[src/rtl/sysirq_pkg.sv]
package sysirq_pkg;
    localparam int DW = 8;

    // enable byte bit positions (software-visible layout)
    localparam int EN_WDT = 0;
    localparam int EN_OSC = 1;
    localparam int EN_NMI = 4;
    localparam int EN_ACV = 5;

    // flag byte bit positions
    localparam int FL_WDT = 0;
    localparam int FL_OSC = 1;
    localparam int FL_POR = 2;
    localparam int FL_PIN = 3;
    localparam int FL_NMI = 4;

    localparam int NSRC = 4;

    typedef struct packed {
        logic wdt;
        logic osc;
        logic nmi;
        logic acv;
    } en_t;

    typedef struct packed {
        logic wdt;
        logic osc;
        logic por;
        logic pin;
        logic nmi;
    } fl_t;

    localparam en_t EN_RST = '{wdt: 1'b0, osc: 1'b0, nmi: 1'b0, acv: 1'b0};
    localparam fl_t FL_RST = '{wdt: 1'b0, osc: 1'b1, por: 1'b1, pin: 1'b0, nmi: 1'b0};
endpackage

[src/rtl/sysirq_enable_reg.sv]
module sysirq_enable_reg
    import sysirq_pkg::*;
(
    input  logic clk,
    input  logic rst_por_n,
    input  logic clr_i,
    input  logic wr_i,
    input  en_t  wval_i,
    output en_t  en_o
);
    typedef struct packed {
        en_t en;
    } st_t;

    st_t st_d, st_q;

    always_comb begin
        st_d = st_q;
        if (clr_i) begin
            st_d.en = EN_RST;
        end else if (wr_i) begin
            st_d.en = wval_i;
        end
    end

    always_ff @(posedge clk or negedge rst_por_n) begin
        if (!rst_por_n) begin
            st_q.en <= EN_RST;
        end else begin
            st_q <= st_d;
        end
    end

    assign en_o = st_q.en;
endmodule

[src/rtl/sysirq_flag_reg.sv]
module sysirq_flag_reg
    import sysirq_pkg::*;
(
    input  logic clk,
    input  logic rst_por_n,
    input  logic clr_i,
    input  logic pin_i,
    input  logic wr_i,
    input  fl_t  wval_i,
    input  logic set_wdt_i,
    input  logic set_osc_i,
    input  logic set_nmi_i,
    output fl_t  fl_o
);
    typedef struct packed {
        fl_t fl;
    } st_t;

    st_t st_d, st_q;

    always_comb begin
        st_d = st_q;
        // software load, suppressed while a power-up-clear is in progress
        if (wr_i && !clr_i) begin
            st_d.fl = wval_i;
        end
        // hardware set events override the software value
        if (set_wdt_i) st_d.fl.wdt = 1'b1;
        if (set_osc_i) st_d.fl.osc = 1'b1;
        if (set_nmi_i) st_d.fl.nmi = 1'b1;
        // power-up-clear class
        if (clr_i) begin
            st_d.fl.nmi = 1'b0;
            st_d.fl.osc = 1'b1;
        end
        // reset-pin cause record
        if (pin_i) begin
            st_d.fl.pin = 1'b1;
            st_d.fl.wdt = set_wdt_i;
        end
    end

    always_ff @(posedge clk or negedge rst_por_n) begin
        if (!rst_por_n) begin
            st_q.fl <= FL_RST;
        end else begin
            st_q <= st_d;
        end
    end

    assign fl_o = st_q.fl;
endmodule

[src/rtl/sysirq_req_gate.sv]
module sysirq_req_gate #(
    parameter int N = 4
) (
    input  logic [N-1:0] flag_i,
    input  logic [N-1:0] en_i,
    input  logic [N-1:0] qual_i,
    output logic [N-1:0] req_o
);
    for (genvar g = 0; g < N; g++) begin : g_src
        assign req_o[g] = flag_i[g] & en_i[g] & qual_i[g];
    end
endmodule

[src/rtl/sysirq_regs.sv]
module sysirq_regs
    import sysirq_pkg::*;
#(
    parameter int              ADDR_W  = 8,
    parameter logic [ADDR_W-1:0] EN_ADDR = 'h00,
    parameter logic [ADDR_W-1:0] FL_ADDR = 'h02
) (
    input  logic              clk,
    input  logic              rst_por_n,
    input  logic              puc_i,
    input  logic              pin_rst_i,
    input  logic [ADDR_W-1:0] addr_i,
    input  logic              wr_en_i,
    input  logic [DW-1:0]     wdata_i,
    output logic [DW-1:0]     rdata_o,
    input  logic              wdt_evt_i,
    input  logic              osc_fault_i,
    input  logic              nmi_evt_i,
    input  logic              acv_flag_i,
    input  logic              wdt_itmode_i,
    output logic              irq_wdt_o,
    output logic              irq_osc_o,
    output logic              irq_nmi_o,
    output logic              irq_acv_o
);
    localparam int SRC_WDT = 0;
    localparam int SRC_OSC = 1;
    localparam int SRC_NMI = 2;
    localparam int SRC_ACV = 3;

    logic clr;
    logic wr_en_hit, wr_fl_hit;
    en_t  en_w, en_q;
    fl_t  fl_w, fl_q;
    logic [DW-1:0] en_byte, fl_byte;
    logic [NSRC-1:0] src_flag, src_en, src_qual, src_req;
    logic unused_wdata;

    assign clr       = puc_i | pin_rst_i;
    assign wr_en_hit = wr_en_i && (addr_i == EN_ADDR);
    assign wr_fl_hit = wr_en_i && (addr_i == FL_ADDR);

    assign en_w = '{wdt: wdata_i[EN_WDT], osc: wdata_i[EN_OSC],
                    nmi: wdata_i[EN_NMI], acv: wdata_i[EN_ACV]};
    assign fl_w = '{wdt: wdata_i[FL_WDT], osc: wdata_i[FL_OSC], por: wdata_i[FL_POR],
                    pin: wdata_i[FL_PIN], nmi: wdata_i[FL_NMI]};
    assign unused_wdata = ^{wdata_i[7:6], wdata_i[3:2]};

    sysirq_enable_reg u_en (
        .clk       (clk),
        .rst_por_n (rst_por_n),
        .clr_i     (clr),
        .wr_i      (wr_en_hit),
        .wval_i    (en_w),
        .en_o      (en_q)
    );

    sysirq_flag_reg u_fl (
        .clk       (clk),
        .rst_por_n (rst_por_n),
        .clr_i     (clr),
        .pin_i     (pin_rst_i),
        .wr_i      (wr_fl_hit),
        .wval_i    (fl_w),
        .set_wdt_i (wdt_evt_i),
        .set_osc_i (osc_fault_i),
        .set_nmi_i (nmi_evt_i),
        .fl_o      (fl_q)
    );

    always_comb begin
        en_byte         = '0;
        en_byte[EN_WDT] = en_q.wdt;
        en_byte[EN_OSC] = en_q.osc;
        en_byte[EN_NMI] = en_q.nmi;
        en_byte[EN_ACV] = en_q.acv;
        fl_byte         = '0;
        fl_byte[FL_WDT] = fl_q.wdt;
        fl_byte[FL_OSC] = fl_q.osc;
        fl_byte[FL_POR] = fl_q.por;
        fl_byte[FL_PIN] = fl_q.pin;
        fl_byte[FL_NMI] = fl_q.nmi;
    end

    always_comb begin
        if (addr_i == EN_ADDR) begin
            rdata_o = en_byte;
        end else if (addr_i == FL_ADDR) begin
            rdata_o = fl_byte;
        end else begin
            rdata_o = '0;
        end
    end

    always_comb begin
        src_flag = '0;
        src_en   = '0;
        src_qual = '1;
        src_flag[SRC_WDT] = fl_q.wdt;
        src_en[SRC_WDT]   = en_q.wdt;
        src_qual[SRC_WDT] = wdt_itmode_i;
        src_flag[SRC_OSC] = fl_q.osc;
        src_en[SRC_OSC]   = en_q.osc;
        src_flag[SRC_NMI] = fl_q.nmi;
        src_en[SRC_NMI]   = en_q.nmi;
        src_flag[SRC_ACV] = acv_flag_i;
        src_en[SRC_ACV]   = en_q.acv;
    end

    sysirq_req_gate #(.N(NSRC)) u_gate (
        .flag_i (src_flag),
        .en_i   (src_en),
        .qual_i (src_qual),
        .req_o  (src_req)
    );

    assign irq_wdt_o = src_req[SRC_WDT];
    assign irq_osc_o = src_req[SRC_OSC];
    assign irq_nmi_o = src_req[SRC_NMI];
    assign irq_acv_o = src_req[SRC_ACV];
endmodule

[config.mk]
export PLATFORM = sky130hd
export DESIGN_NAME = sysirq_regs
export DESIGN_NICKNAME = d
export VERILOG_FILES = /design/src/rtl/sysirq_pkg.sv /design/src/rtl/sysirq_enable_reg.sv /design/src/rtl/sysirq_flag_reg.sv /design/src/rtl/sysirq_req_gate.sv /design/src/rtl/sysirq_regs.sv
export SDC_FILE = /design/constraint.sdc
export NUM_CORES = 1
export LEC_CHECK = 0
export BUFFER_PORTS_ARGS = -buffer_cell sky130_fd_sc_hd__buf_2
export CORE_UTILIZATION = 44
export CTS_CLUSTER_DIAMETER = 60
export DETAILED_ROUTE_END_ITERATION = 8
export PLACE_DENSITY = 0.82
export SETUP_SLACK_MARGIN = 0.3
export SYNTH_ARGS = -nofsm -noshare
export SYNTH_HDL_FRONTEND = slang
export SYNTH_SLANG_ARGS = --single-unit
export TNS_END_PERCENT = 10
[constraint.sdc]
create_clock -name clk -period 2.3 [get_ports clk]
set_input_delay 0.345 -clock clk [delete_from_list [all_inputs] [get_ports clk]]
set_output_delay 0.345 -clock clk [all_outputs]
set_load 0.01 [all_outputs]
==> key figures <==
Run status
  • Status: finished, final reports clean

Route
  • ANT nets after route: 0
  • Number of DRC markers in iteration 0: 10
  • DRT Wirelength: 1560 um
  • Drt drc: 0
  • Pre-antenna DRT Iters: 4
  • Vias: 683
  • Via-to-Cell Ratio: 5.84
  • Routed WL per cell: 13.3 um

Worst setup path
  • CP top delay family: simple AND/OR/NAND/NOR gates
  • R2r startpoint: u_fl.fl_o[4]
  • WP data required: 1.96 ns
  • Worst EP arrival: 1.56 ns
  • Most common cell on crit path: buf_2
  • Worst R2R Path Depth: 3
  • R2R setup slack: 1.37 ns
  • Buf+Inv Stages, Crit Path: 2
  • Critical Path Sink Type: primary output
  • Slowest-stage cell, CP: or4_1
  • Kind of critical path: in -> out
  • CP max FO: 5
  • End of the worst register-to-register path: u_fl.fl_o[4]
  • Critical path, cell by cell: buf_2 > or4_1 > nor2_2 > a22o_1 > buf_2
  • Slowest stage delay, CP: 0.65 ns
  • CP Launch Point: addr_i[7]
  • CP Launch Type: primary input

Synth
  • Post-synth cell types: 29
  • Synthesis warning total: 0
  • Mapped Area: 608 sq um
  • Sequential fraction of the synthesis area: 0.374
  • Seq cells post-synth: 9
  • Avg Inst Size Synth: 9.50 sq um
  • Synth Instances: 64

Die
  • Die ar.: 1530 sq um
  • I/O pins: 38
  • Initial Utilization: 0.473
  • Die H: 39.2 um
  • Die width: 39.2 um
  • Row cnt: 13
  • CORE AREA: 1280 sq um

GRT
  • Global Route Usage Sum: 0.242
  • GR Overflow Total: 0
  • Largest net degree at the start of global routing: 11
  • Initial antenna violation count: 0
  • Vias in the first global route: 583
  • First-pass GRT wire length: 2460 um

Power and ir drop
  • Power per standard cell area: 413 nW/um^2
  • VDD IR-drop max: 0.313 mV
  • Leakage: 0.406 nW

Cells and area
  • Filler Cell Count: 119
  • Fin nets: 129
  • Layout Cells excl Fill: 117
  • Area growth syn-to-layout: 37.0%
  • Share of cells above drive strength 1: 0.480
  • Core Util, Final: 0.648
  • Diodes inserted: 0

STA
  • Tcrit/Tclk final: 0.827
  • FMAX: 0.526 GHz
  • Post-route minimum period: 1.90 ns
  • Slew Limit Fails: 0
  • Final Hold Viols: 0
  • RSZ-0062 raised after global routing: no
  • Final setup margin: 0.399 ns
  • Post-Route Skew: 0 ns
  • Finish-stage setup viols: 0
  • Setup TNS: 0 ns

Worst hold path
  • Hold path start: wdt_evt_i
  • Hold Crit Class: in -> reg
  • Worst Hold End: u_fl.fl_o[4]
  • Hold path depth: 2

Clock network
  • Root Buffer: clkbuf_4
  • Worst skew pair latency: 0.26 ns
  • CTS Sinks: 9
  • Postcts setup bufs: 0
  • Clock H-tree levels: 1
  • CTS buffer count: 3
  • CTS tree: done
  • Clk slew on worst S/H paths: 0.07 ns
  • Clock Path Buffers: 2

Job
  • Max Cap Violations: 0

Placement
  • IO Port Bufs: 33
  • GP Congestion: 0.810
  • Post-placement cell count: 112
  • Detail Placement HPWL: 1190 um
  • Pre-CTS WS: 0.346 ns
==> registers in the layout (all words and copies together) (netlist names) <==
| name | cells |
|---|---|
| u_en.en_o | 4 |
| u_fl.fl_o | 5 |
==> area by class of cell <==
class                      count  area (sq um)  share of cell area
inverter                       3          11.3              0.0135
multi-input combinational     48           344               0.413
sequential                     9           228               0.273
tap                           15          18.8              0.0225
timing repair buffer          38           205               0.246
clock buffer                   4          26.3              0.0315
==> worst max path at each step <==
stage / end / slack, ns / depth (start not counted)
after global placement: rdata_o[4] / 0.34 / 5
after CTS: rdata_o[1] / 0.34 / 5
after floorplan: rdata_o[0] / 0.49 / 4
after detailed placement: rdata_o[1] / 0.35 / 5
after global routing: rdata_o[0] / 0.31 / 5
final: rdata_o[0] / 0.40 / 5
==> logic make-up after synthesis <==
logic type / synth area share
DFF: 0.374
other: 0.00617
buffers and inverters: 0.0741
and+or+nand+nor: 0.296
muxes: 0.0185
AOI/OAI and AO/OA: 0.230
==> cell usage after synthesis <==
| cell | n | area (sq um) |
|---|---|---|
| buf_4 | 2 | 15.0 |
| inv_1 | 3 | 11.3 |
| nor2b_1 | 2 | 12.5 |
| a311oi_1 | 3 | 26.3 |
| nor4_2 | 2 | 25.0 |
| a22o_1 | 3 | 26.3 |
| nand4_1 | 4 | 25.0 |
| nor2_1 | 4 | 15.0 |
| dfrtp_1 | 7 | 175 |
| or4_4 | 1 | 11.3 |
| and3_1 | 3 | 18.8 |
| a311o_1 | 2 | 20.0 |
| or4b_4 | 1 | 13.8 |
| o31ai_1 | 4 | 30.0 |
| buf_6 | 1 | 11.3 |
| dfstp_2 | 2 | 52.6 |
| nor4b_1 | 1 | 8.76 |
| o21ai_0 | 1 | 5.00 |
| buf_1 | 1 | 3.75 |
| nor4_1 | 2 | 12.5 |
| mux2_1 | 1 | 11.3 |
| a31oi_1 | 2 | 12.5 |
| clkbuf_1 | 1 | 3.75 |
| and2_1 | 3 | 18.8 |
| or4_1 | 1 | 7.51 |
| nor3_1 | 1 | 5.00 |
| or2_2 | 1 | 6.26 |
| conb_1 | 1 | 3.75 |
| a21oi_1 | 4 | 20.0 |
==> metal layers <==
layer  global-route usage  wire (um)
met2                0.404        723
met1                0.291        703
met3               0.0751        101
met5                    0          0
met4               0.0776         30
==> layout by cell type, fill, tap and decap left out <==
master,instances
nor4_2,2
nor2b_1,2
a21oi_1,4
and2_1,3
nor2_1,2
buf_4,4
nor2_2,2
dfstp_2,2
dfrtp_1,7
or4_4,1
nand4_1,4
o21ai_0,1
and3_1,3
or4_1,1
o31ai_1,4
dlygate4sd3_1,1
buf_2,33
mux2_1,1
clkbuf_4,3
conb_1,2
a31oi_1,2
inv_1,3
nor4b_1,1
clkbuf_1,1
nor3_1,1
a22o_1,3
nor4_1,2
a311o_1,2
or4b_4,1
or2_2,1
a311oi_1,3
==> power by group <==
group / total [W] / internal [W] / switching (W)
clock network: 0.000126 / 0.0000669 / 0.0000587
logic: 0.0000558 / 0.0000248 / 0.0000311
registers: 0.000162 / 0.000161 / 0.00000141
==> worst reg2reg max path, cell delays in order (launching register included) <==
cell	delay, ns
dfrtp_1	0.39
inv_1	0.06
a311oi_1	0.04
a311o_1	0.32
==> through the flow <==
step	cell area (sq um)	hold WS, ns	total power, W
6_report	833	0.280	0.000344
5_1_grt	833	0.291	0.000360
4_1_cts	828	0.282	0.000345
3_5_place_dp	792	0.207	0.000219
3_3_place_gp	792	0.207	0.000217
2_1_floorplan	612	0.0494	0.000189
==> timing repair <==
item | in CTS | in global routing
gates resized for setup | 0 | 2
endpoints found under the setup margin | 0 | 3
hold buffers | 1 | 0
hold endpoints to repair | 7 | 0
Power figures use the tool's default switching activity.
